`src/rtl/scan_fo_pkg.sv`:
```
package scan_fo_pkg;
   typedef enum logic {
      LOAD_FANOUT = 1'b0,
      LOAD_SERIAL = 1'b1
   } load_mode_e;
endpackage

```
`src/rtl/scan_mode_reg.sv`:
```
module scan_mode_reg
   import scan_fo_pkg::*;
(
   input  logic       clk,
   input  logic       rst_n,
   input  logic       scan_en,
   input  logic       mode_req,
   output load_mode_e mode_q
);
   // Mode is only retaken on capture edges, so it is frozen across a load.
   always_ff @(posedge clk or negedge rst_n) begin
      if (!rst_n)        mode_q <= LOAD_FANOUT;
      else if (!scan_en) mode_q <= mode_req ? LOAD_SERIAL : LOAD_FANOUT;
   end
endmodule

```
`src/rtl/scan_shift_tally.sv`:
```
module scan_shift_tally
   import scan_fo_pkg::*;
#(
   parameter int CHAINS = 4,
   parameter int DEPTH  = 4
) (
   input  logic       clk,
   input  logic       rst_n,
   input  logic       scan_en,
   input  load_mode_e mode,
   output logic       done
);
   localparam int TOTAL = CHAINS * DEPTH;
   localparam int CW    = $clog2(TOTAL + 1);
   localparam logic [CW-1:0] LAST_FO = CW'(DEPTH - 1);
   localparam logic [CW-1:0] LAST_SR = CW'(TOTAL - 1);

   logic [CW-1:0] cnt_q;
   logic [CW-1:0] last;

   assign last = (mode == LOAD_SERIAL) ? LAST_SR : LAST_FO;

   always_ff @(posedge clk or negedge rst_n) begin
      if (!rst_n) begin
         cnt_q <= '0;
         done  <= 1'b0;
      end else if (!scan_en) begin
         cnt_q <= '0;
         done  <= 1'b0;
      end else if (cnt_q == last) begin
         cnt_q <= '0;
         done  <= 1'b1;
      end else begin
         cnt_q <= cnt_q + 1'b1;
         done  <= 1'b0;
      end
   end
endmodule

```
`src/rtl/scan_head_feed.sv`:
```
module scan_head_feed
   import scan_fo_pkg::*;
#(
   parameter int CHANNELS = 2,
   parameter int CHAINS   = 4
) (
   input  load_mode_e          mode,
   input  logic [CHANNELS-1:0] chan_in,
   input  logic [CHAINS-1:0]   tails,
   output logic [CHAINS-1:0]   heads
);
   // Chain 0 takes channel 0 in both modes; the others choose by mode.
   assign heads[0] = chan_in[0];

   for (genvar k = 1; k < CHAINS; k++) begin : g_head
      localparam int GRP = k % CHANNELS;
      assign heads[k] = (mode == LOAD_SERIAL) ? tails[k-1] : chan_in[GRP];
   end

   logic unused_tail;
   assign unused_tail = tails[CHAINS-1];
endmodule

```
`src/rtl/scan_stand_in_logic.sv`:
```
module scan_stand_in_logic #(
   parameter int WIDTH = 16
) (
   input  logic [WIDTH-1:0] state_in,
   input  logic [WIDTH-1:0] func_in,
   output logic [WIDTH-1:0] next_state
);
   // Placeholder for the circuit under test: bitwise toggle by operand.
   for (genvar i = 0; i < WIDTH; i++) begin : g_fn
      assign next_state[i] = state_in[i] ^ func_in[i];
   end
endmodule

```
`src/rtl/scan_cell_array.sv`:
```
module scan_cell_array #(
   parameter int CHAINS = 4,
   parameter int DEPTH  = 4
) (
   input  logic                     clk,
   input  logic                     rst_n,
   input  logic                     scan_en,
   input  logic [CHAINS-1:0]        heads,
   input  logic [CHAINS*DEPTH-1:0]  capt,
   output logic [CHAINS*DEPTH-1:0]  cells,
   output logic [CHAINS-1:0]        tails
);
   for (genvar k = 0; k < CHAINS; k++) begin : g_chain
      for (genvar p = 0; p < DEPTH; p++) begin : g_cell
         localparam int IDX = k * DEPTH + p;
         logic shift_src;
         if (p == 0) begin : g_first
            assign shift_src = heads[k];
         end else begin : g_next
            assign shift_src = cells[IDX-1];
         end
         always_ff @(posedge clk or negedge rst_n) begin
            if (!rst_n) cells[IDX] <= 1'b0;
            else        cells[IDX] <= scan_en ? shift_src : capt[IDX];
         end
      end
      assign tails[k] = cells[k*DEPTH + DEPTH - 1];
   end
endmodule

```
`src/rtl/scan_fanout_array.sv`:
```
module scan_fanout_array
   import scan_fo_pkg::*;
#(
   parameter int CHANNELS = 2,
   parameter int CHAINS   = 4,
   parameter int DEPTH    = 4
) (
   input  logic                        clk,
   input  logic                        rst_n,
   input  logic                        scan_en,
   input  logic                        mode_sel,
   input  logic [CHANNELS-1:0]         chan_in,
   input  logic [CHAINS*DEPTH-1:0]     func_in,
   output logic [CHAINS-1:0]           chain_out,
   output logic                        load_done
);
   localparam int CELLS = CHAINS * DEPTH;

   if (CHANNELS < 1) begin : g_bad_ch
      $error("CHANNELS must be at least 1");
   end
   if (CHAINS % CHANNELS != 0) begin : g_bad_div
      $error("CHAINS must be a multiple of CHANNELS");
   end
   if (DEPTH < 2) begin : g_bad_depth
      $error("DEPTH must be at least 2");
   end

   load_mode_e          mode_q;
   logic [CHAINS-1:0]   heads;
   logic [CHAINS-1:0]   tails;
   logic [CELLS-1:0]    cells;
   logic [CELLS-1:0]    capt;

   scan_mode_reg u_mode (
      .clk      (clk),
      .rst_n    (rst_n),
      .scan_en  (scan_en),
      .mode_req (mode_sel),
      .mode_q   (mode_q)
   );

   scan_head_feed #(.CHANNELS(CHANNELS), .CHAINS(CHAINS)) u_feed (
      .mode    (mode_q),
      .chan_in (chan_in),
      .tails   (tails),
      .heads   (heads)
   );

   scan_stand_in_logic #(.WIDTH(CELLS)) u_fn (
      .state_in   (cells),
      .func_in    (func_in),
      .next_state (capt)
   );

   scan_cell_array #(.CHAINS(CHAINS), .DEPTH(DEPTH)) u_cells (
      .clk     (clk),
      .rst_n   (rst_n),
      .scan_en (scan_en),
      .heads   (heads),
      .capt    (capt),
      .cells   (cells),
      .tails   (tails)
   );

   scan_shift_tally #(.CHAINS(CHAINS), .DEPTH(DEPTH)) u_tally (
      .clk     (clk),
      .rst_n   (rst_n),
      .scan_en (scan_en),
      .mode    (mode_q),
      .done    (load_done)
   );

   assign chain_out = tails;
endmodule

```
`config.mk`:
```
export PLATFORM = sky130hd
export DESIGN_NAME = scan_fanout_array
export DESIGN_NICKNAME = d
export VERILOG_FILES = /design/src/rtl/scan_fo_pkg.sv /design/src/rtl/scan_mode_reg.sv /design/src/rtl/scan_shift_tally.sv /design/src/rtl/scan_head_feed.sv /design/src/rtl/scan_stand_in_logic.sv /design/src/rtl/scan_cell_array.sv /design/src/rtl/scan_fanout_array.sv
export SDC_FILE = /design/constraint.sdc
export NUM_CORES = 1
export LEC_CHECK = 0
export BUFFER_PORTS_ARGS = -buffer_cell sky130_fd_sc_hd__clkbuf_2
export CAP_MARGIN = 10
export CORE_MARGIN = 1
export CORE_UTILIZATION = 38
export CTS_CLUSTER_SIZE = 40
export DETAILED_ROUTE_END_ITERATION = 12
export GPL_TIMING_DRIVEN = 0
export PLACE_DENSITY = 0.68
export SYNTH_ARGS = -nofsm -noshare
export SYNTH_HDL_FRONTEND = slang
export SYNTH_SLANG_ARGS = --single-unit
export TNS_END_PERCENT = 5
```
`constraint.sdc`:
```
create_clock -name clk -period 1.4 [get_ports clk]
set_clock_uncertainty 0.05 [all_clocks]
set_input_delay 0 -clock clk [delete_from_list [all_inputs] [get_ports clk]]
set_output_delay 0 -clock clk [all_outputs]
set_load 0.01 [all_outputs]
```
Word level (Yosys, flattened, before mapping). Index checks and enable logic that the tools add are counted.

Bits in registers: 23. Input port bits: 22. Output and inout bits: 5. Logic and storage cells: 62.

Add/sub/neg operators: 1. Equal/unequal tests: 1. Muxes and demuxes: 25. Bitwise gates (word level): 16.

Operator list (number): 1-bit two-way mux (22); 1-bit XOR (16); 5-bit two-way mux (2); 5-bit by 1-bit adder with 5-bit output, second input constant (1); 5-bit == test (1); 4-bit two-way mux (1).

Logic depth before layout (Yosys ltp). Gate-level depths: netlist (run 1).

Depth in word-level cells: 4. Depth in mapped cells: 4. Mapped depth without buffers: 4.

Cells and area by module. Synthesis (run 1) repeated with hierarchy kept, for this count alone.

Cells, all modules: 96. Area total of the unflattened synthesis: 1272.5 um^2.

Modules (own cells, without submodules): scan_cell_array (times used 1, cells an instance 50, area each 769.5 um^2, sequential area each 400.4 um^2); scan_shift_tally (times used 1, cells an instance 24, area each 281.5 um^2, sequential area each 150.1 um^2); scan_stand_in_logic (times used 1, cells an instance 16, area each 140.1 um^2, sequential area each 0.0 um^2); scan_head_feed (times used 1, cells an instance 4, area each 41.3 um^2, sequential area each 0.0 um^2); scan_mode_reg (times used 1, cells an instance 2, area each 40.0 um^2, sequential area each 25.0 um^2).

Least setup slack after synthesis (run 1). OpenSTA, ideal clock, no wires.

Path type: register -> register. Start: register u_tally.cnt_q[0]. End: register u_tally.cnt_q[1]. Setup time: 0.120 ns. Data arrival time: 0.983 ns. Required time: 1.230 ns. Setup slack: 0.247 ns. Cell stages (with the launch flop): 5. Path buffers: 0. Clock period less this slack: 1.153 ns. Cell sequence: dfrtp_1 > ha_1 > nor2b_1 > o21ai_2 > and3_2.

Cells in the longest elaborated chain, start to end: 3. Elaborated cells on any way between the ends: 4. Classes of those cells: add/sub (1); eq/ne (1); mux (2).

RTL lines: start, declared (line scan_shift_tally.sv:18) `logic [CW-1:0] cnt_q;`; start signal, assigned (line scan_shift_tally.sv:34) `cnt_q <= cnt_q + 1'b1;`; 5-bit by 1-bit adder with 5-bit output or 5-bit == test (tied branches) (line scan_shift_tally.sv:34, scan_shift_tally.sv:30); 5-bit two-way mux * (line scan_shift_tally.sv:30) `end else if (cnt_q == last) begin`; 5-bit two-way mux * (line scan_shift_tally.sv:27) `end else if (!scan_en) begin`.

Every way passes the cells marked *; elsewhere a longest branch is shown, timed or not. A chain may end at the register's enable or synchronous reset.

Final worst setup path (run 1).
Start: register u_cells.cells[0], in the netlist u_cells.g_chain[0].g_cell[1].shift_src. End: register u_cells.cells[0], in the netlist u_cells.g_chain[0].g_cell[1].shift_src.

Cells in the longest elaborated chain, start to end: 2.

RTL lines: start, declared (line scan_cell_array.sv:10) `output logic [CHAINS*DEPTH-1:0] cells,`; start signal, assigned by index (line scan_cell_array.sv:24) `else cells[IDX] <= scan_en ? shift_src : capt[IDX];`; 1-bit XOR (line scan_stand_in_logic.sv:10) `assign next_state[i] = state_in[i] ^ func_in[i];`; 1-bit two-way mux (line scan_cell_array.sv:24).

No other way between the ends.

==> out/metrics.yaml, run 1 <==
outcome:
  status: "complete, no violations"
yosys:
  synthDistinctLibCells: 22
  yosys_warnings: 0
  syn_avg_cell_area_um2: 10.6
  synth_seq_cells: 23
  ys_seq_area_share_pct: 54.6
  yosys.area.top_type: "dfrtp_1"
  synthCells: 99
  synth_top_area_share_pct: 54.6
  synth_area_leaders: "dfrtp_1 55%, xnor2_1 12%, o21ai_0 6.7%"
  synth_nets: 122
  netlist_area_um2: 1050
clock_tree:
  tritoncts: "built"
  h-tree-depth: 1
  clk_pin_slew_worst_paths_ns: 0.12
  insertion_delay_ns: 0.30
  clock_sink_count: 23
  cts_inserted_buffers: 3
  cts-root-buf: "clkbuf_4"
  ctsResizeCount: 0
  clockBufferDepth: 2
sta:
  worst-slew-pin-transition_ns: 0.564
  timing.fmax_mhz: 748
  maxSlewViolCount: 0
  period_minus_slack_ns: 1.34
  finalSetupTns_ns: 0
  maxSlewHeadroom_pct: 62.4
  finalHoldViolCount: 0
  fin_crit_sh_pct: 95.5
  finalSetupViolations: 0
critical_path:
  cp-end-kind: "flop"
  rr_worst_depth: 3
  crit_buf_inv: 1
  required_ns: 1.60
  critPathLaunchType: "flop"
  path_max_fanout: 2
  crit_type: "reg -> reg"
  slowest_stage: "dlygate4sd3_1"
  crit_arrival_ns: 1.54
  cpPeakStageDelay_ns: 0.57
  path_depth: 3
  path_cells: "xnor2_1, o21ai_0, dlygate4sd3_1"
  critical-path-top-delay-family: "buffers and inverters"
floorplanning:
  row_count: 18
  die_h_um: 54.7
  die_area_um2: 2990
  die_w_um: 54.7
  coreArea_um2: 2540
  start_util_pct: 41.4
  pin_count: 27
flow_run:
  drv_cap: 0
placement:
  globalplace.congestion: 0.729
  port_buffers: 25
  post_dp_cell_area_um2: 1220
  post-dp-hpwl_mm: 1.49
detailed_routing:
  drc: 0
  final_antenna_net_count: 0
  wl_per_cell_um: 12.1
  dr.first_iter.drc_count: 9
  wl_mm: 2.18
  via_per_inst: 4.69
  dr.pass1.iters: 5
  vias: 849
pwr:
  powerDensity_nw_per_um2: 1040
  ir_worst_vdd_mv: 0.639
  p_leak_nw: 0.704
global_route:
  overflow: 0
  track_usage_pct: 17.5
  grt_start_max_net_pins: 24
  grt_pass1_vias: 851
  grt_pass1_wl_mm: 3.64
  antenna_found_initial: 0
final_layout:
  finish.instance_area_um2: 1470
  syn2layout_area_growth_pct: 39.5
  n_antenna_cell: 0
  final_nets: 175
  drive_gt1_share_pct: 25.8
hold_path:
  whs_path_depth: 4
  hold_class: "in -> reg"
==> path summary, 6_finish.rpt <==
path | to | start | slack (ns)
min in group asynchronous | u_tally.cnt_q[2] | rst_n | 0.16
worst max register to register | u_cells.g_chain[0].g_cell[1].shift_src | u_cells.g_chain[0].g_cell[1].shift_src | 0.06
worst min-delay path | u_cells.g_chain[0].g_cell[3].shift_src | scan_en | 0.11
worst min register to register | u_tally.cnt_q[0] | u_tally.cnt_q[0] | 0.44
max in group asynchronous | u_cells.cells[15] | rst_n | 0.77
worst max-delay path | u_cells.g_chain[0].g_cell[1].shift_src | u_cells.g_chain[0].g_cell[1].shift_src | 0.06
==> cell families after synthesis <==
logic type               after synthesis  synth area share (%)
adder cells (fa/ha/maj)                1                  1.19
XOR/XNOR                              18                  15.0
AO/OA/AOI/OAI                         17                  8.67
AND/OR/NAND/NOR                       31                  14.4
flip-flops                            23                  54.6
multiplexers                           3                  2.97
buffers and inverters                  6                  3.21
==> cells in the final DEF, fill, tap and decap left out, drive strengths merged, types with 4 or more instances in the layout <==
cell         count
clkbuf          30
dfrtp           23
dlygate4sd3     22
nand2           16
o21ai           15
xnor2           14
nor2             5
buf              5
xor2             4
and3             4
==> power breakdown <==
part	internal, mW	switching (mW)
sequential	0.769	0.0860
clock	0.111	0.190
combinational	0.213	0.155
==> per-stage QoR <==
stage	instances	hold WS (ns)	worst slack, ns	power [mW]	utilization [%]
finish	181	0.109	0.0630	1.52	57.8
global route	181	0.143	-0.00546	1.61	57.8
CTS	180	0.104	0.0639	1.53	57.5
detailed placement	154	-0.0227	0.135	1.18	47.8
global placement	154	-0.0298	0.181	1.17	47.8
floorplan	99	-0.346	0.247	1.06	-
==> final cells by class <==
| class | count | area (µm²) |
|---|---|---|
| Buffer | 5 | 30.0 |
| Clock buffer | 4 | 26.3 |
| Fill cell | 219 | 1070 |
| Inverter | 1 | 3.75 |
| Multi-Input combinational cell | 70 | 444 |
| Sequential cell | 23 | 576 |
| Tap cell | 30 | 37.5 |
| Timing Repair Buffer | 48 | 353 |
==> tightest hold or removal path, stage by stage <==
cell and delay [ns]:
buf_2 0.13, buf_2 0.18, nand2_1 0.06, o21ai_0 0.06
==> flip-flops by register name (all words and copies together), names as in the netlist <==
name and cells:
u_cells.cells 4, u_cells.g_chain.g_cell.shift_src 12, u_mode.mode_q 1, u_tally.cnt_q 5
u_tally.done 1
==> synth_stat cells <==
cell,instances
a31oi_1,2
and3_1,2
and3_2,2
buf_2,3
buf_6,1
clkbuf_1,1
dfrtp_1,23
ha_1,1
inv_1,1
mux2_2,1
mux2i_1,2
nand2_1,16
nand2b_1,1
nand3_1,2
nor2_1,5
nor2b_1,1
nor3_2,1
nor3b_2,1
o21ai_0,14
o21ai_2,1
xnor2_1,14
xor2_1,4
==> layer usage <==
metal | global-route usage (%) | wire length (µm) | vias to the layer above
met2 | 30.3 | 1100 | 18
met5 | 0 | 0 | -
met4 | 5.13 | 0 | 0
li1 | - | - | 427
met1 | 22.1 | 1010 | 404
met3 | 2.78 | 74 | 0
==> repair_timing <==
action | 4_1_cts | 5_1_grt
hold endpoints to repair | 40 | 0
setup buffers | 0 | 1
hold buffers | 22 | 0
endpoints found under the setup margin | 0 | 1
(Power assumes the default switching activity.)
==> inputs of run 2 (changes only) <==
--- a/config.mk
+++ b/config.mk
@@ -8,11 +8,12 @@
 export BUFFER_PORTS_ARGS = -buffer_cell sky130_fd_sc_hd__clkbuf_2
 export CAP_MARGIN = 10
 export CORE_MARGIN = 1
-export CORE_UTILIZATION = 38
+export CORE_UTILIZATION = 42
 export CTS_CLUSTER_SIZE = 40
 export DETAILED_ROUTE_END_ITERATION = 12
 export GPL_TIMING_DRIVEN = 0
-export PLACE_DENSITY = 0.68
+export PLACE_DENSITY = 0.74
+export RECOVER_POWER = 100
 export SYNTH_ARGS = -nofsm -noshare
 export SYNTH_HDL_FRONTEND = slang
 export SYNTH_SLANG_ARGS = --single-unit
==> run 2 against run 1 <==
  * Die area fell by 9.2%
  * Combinational power fell by 3%
  * Sequential share of layout area rose by 0.47 points
  * Critical path type unchanged
  * Largest cell class unchanged
==> out/metrics.yaml, run 2 (synthesis results as in run 1) <==
clock_tree:
  cts-root-buf: "clkbuf_4"  # unchanged
  clockBufferDepth: 2  # unchanged
  clock_sink_count: 23  # unchanged
  tritoncts: "built"  # unchanged
  cts_inserted_buffers: 3  # unchanged
  ctsResizeCount: 0  # unchanged
  clk_pin_slew_worst_paths_ns: 0.12  # about the same
  h-tree-depth: 1  # unchanged
  insertion_delay_ns: 0.31  # was 0.30 ns
critical_path:
  crit_arrival_ns: 1.54  # about the same
  cp-end-kind: "flop"  # unchanged
  critPathLaunchType: "flop"  # unchanged
  critical-path-top-delay-family: "buffers and inverters"  # unchanged
  cpPeakStageDelay_ns: 0.57  # about the same
  crit_type: "reg -> reg"  # unchanged
  path_max_fanout: 2  # unchanged
  required_ns: 1.60  # about the same
  path_cells: "xnor2_1, o21ai_0, dlygate4sd3_1"  # unchanged
  crit_buf_inv: 1  # unchanged
  slowest_stage: "dlygate4sd3_1"  # unchanged
pwr:
  power_frac_clock_pct: 19.9  # was 19.8%
  swShare_pct: 28.2  # was 28.3%
  finalPower_mw: 1.51  # was 1.52 mW
  p_sw_mw: 0.425  # was 0.431 mW
  comb_power_share_pct: 23.6  # was 24.1%
  power_frac_seq_pct: 56.5  # was 56.1%
  p_leak_nw: 0.680  # was 0.704 nW
  powerDensity_nw_per_um2: 1040  # about the same
  ir_worst_vdd_mv: 0.841  # was 0.639 mV
  p_int_mw: 1.08  # was 1.09 mW
global_route:
  grt_pass1_vias: 894  # was 851
  grt_pass1_wl_mm: 3.77  # was 3.64 mm
  antenna_found_initial: 0  # unchanged
  grt_start_max_net_pins: 24  # unchanged
  overflow: 0  # unchanged
  track_usage_pct: 19.4  # was 17.5%
detailed_routing:
  drc: 0  # unchanged
  wl_mm: 2.15  # was 2.18 mm
  dr.first_iter.drc_count: 7  # was 9
  dr.pass1.iters: 4  # was 5
  wl_per_cell_um: 12.1  # about the same
  vias: 846  # was 849
  final_antenna_net_count: 0  # unchanged
  via_per_inst: 4.75  # was 4.69
sta:
  finalSetupViolations: 0  # unchanged
  whs_ns: 0.118  # was 0.109 ns
  rsz0062_at_grt: "false"
  maxSlewHeadroom_pct: 61.9  # was 62.4%
  finalHoldViolCount: 0  # unchanged
  finalSetupTns_ns: 0  # unchanged
  period_minus_slack_ns: 1.34  # about the same
  maxSlewViolCount: 0  # unchanged
  timing.fmax_mhz: 745  # was 748 MHz
  fin_crit_sh_pct: 95.9  # was 95.5%
  worst-slew-pin-transition_ns: 0.571  # was 0.564 ns
final_layout:
  layout_common_cells: "23 x dfrtp_1, 22 x dlygate4sd3_1, 20 x clkbuf_2"  # was 25 x clkbuf_2, 23 x dfrtp_1, 22 x dlygate4sd3_1
  fin_util_pct: 63.2  # was 57.8%
  final_common_cell: "dfrtp_1"  # was clkbuf_2
  n_antenna_cell: 0  # unchanged
  drive_gt1_share_pct: 21.3  # was 25.8%
  largest_reg_flops: 12  # unchanged
  final_nets: 174  # was 175
  fillers: 197  # was 219
  syn2layout_area_growth_pct: 37.9  # was 39.5%
hold_path:
  hold_class: "in -> reg"  # unchanged
floorplanning:
  row_count: 17  # was 18
  coreArea_um2: 2300  # was 2540 µm²
  start_util_pct: 45.9  # was 41.4%
  die_w_um: 52.1  # was 54.7 µm
  pin_count: 27  # unchanged
  die_h_um: 52.1  # was 54.7 µm
  die_area_um2: 2710  # was 2990 µm²
flow_run:
  drv_cap: 0  # unchanged
outcome:
  status: "complete, no violations"  # unchanged
placement:
  port_buffers: 25  # unchanged
  post-dp-hpwl_mm: 1.44  # was 1.49 mm
  globalplace.congestion: 0.742  # was 0.729
## run 2: cell count changes in the layout (fill, tap and decap cells not counted)
cell / delta
buf_2: -1
buf_4: -1
clkbuf_1: +6
clkbuf_2: -5
## run 2: timing repair
action                    CTS  global route
hold endpoints to repair   41             0
hold buffers               22             0
buffers inserted            0             0
## run 2: through the flow
| stage | setup WS [ns] | std cells | cell area, µm² |
|---|---|---|---|
| floorplan | 0.247 | 99 | 1050 |
| global placement | 0.183 | 152 | 1210 |
| detailed placement | 0.163 | 152 | 1210 |
| CTS | 0.0747 | 178 | 1460 |
| global route | 0.0122 | 178 | 1450 |
| finish | 0.0580 | 178 | 1450 |
## run 2: worst paths after layout
path | startpoint | endpoint | slack (ns) | depth (start not counted)
min | scan_en | u_cells.cells[15] | 0.12 | 4
max | u_cells.g_chain[0].g_cell[1].shift_src | u_cells.g_chain[0].g_cell[1].shift_src | 0.06 | 3
max in group asynchronous | rst_n | u_cells.g_chain[1].g_cell[3].shift_src | 0.77 | 2
min in group asynchronous | rst_n | u_tally.cnt_q[3] | 0.15 | 2
max reg2reg | u_cells.g_chain[0].g_cell[1].shift_src | u_cells.g_chain[0].g_cell[1].shift_src | 0.06 | 3
min reg2reg | u_tally.cnt_q[0] | u_tally.cnt_q[0] | 0.44 | 1
## run 2: routing by layer
metal / up-vias / part of all wire (%) / GRT usage [%]
met5: - / 0 / 0
met4: 0 / 1.0 / 6.76
met3: 4 / 3.4 / 3.51
met2: 20 / 51 / 33.8
met1: 397 / 44 / 23.8
li1: 425 / - / -
## run 2: final cells by class
| cell class | instances | area, µm² | area share, % |
|---|---|---|---|
| plain buffers | 5 | 28.8 | 1.98 |
| well taps | 28 | 35.0 | 2.41 |
| repair buffers | 47 | 339 | 23.3 |
| inverters | 1 | 3.75 | 0.258 |
| clock buffers | 4 | 26.3 | 1.81 |
| multi-input cells | 70 | 444 | 30.6 |
| flip-flops and latches | 23 | 576 | 39.6 |
## run 2: power by group through the flow
stage                     combinational [mW]  sequential [mW]  clock, mW
after floorplan                        0.198            0.861          0
after global routing                   0.404            0.867      0.334
final                                  0.356            0.852      0.299
after CTS                              0.367            0.854      0.312
after global placement                 0.304            0.859          0
after detailed placement               0.315            0.866          0
## run 2: worst reg2reg max path, cell delays in order, from the launching register on
cell and delay (ns):
dfrtp_1 0.41, xnor2_1 0.12, o21ai_0 0.14, dlygate4sd3_1 0.57
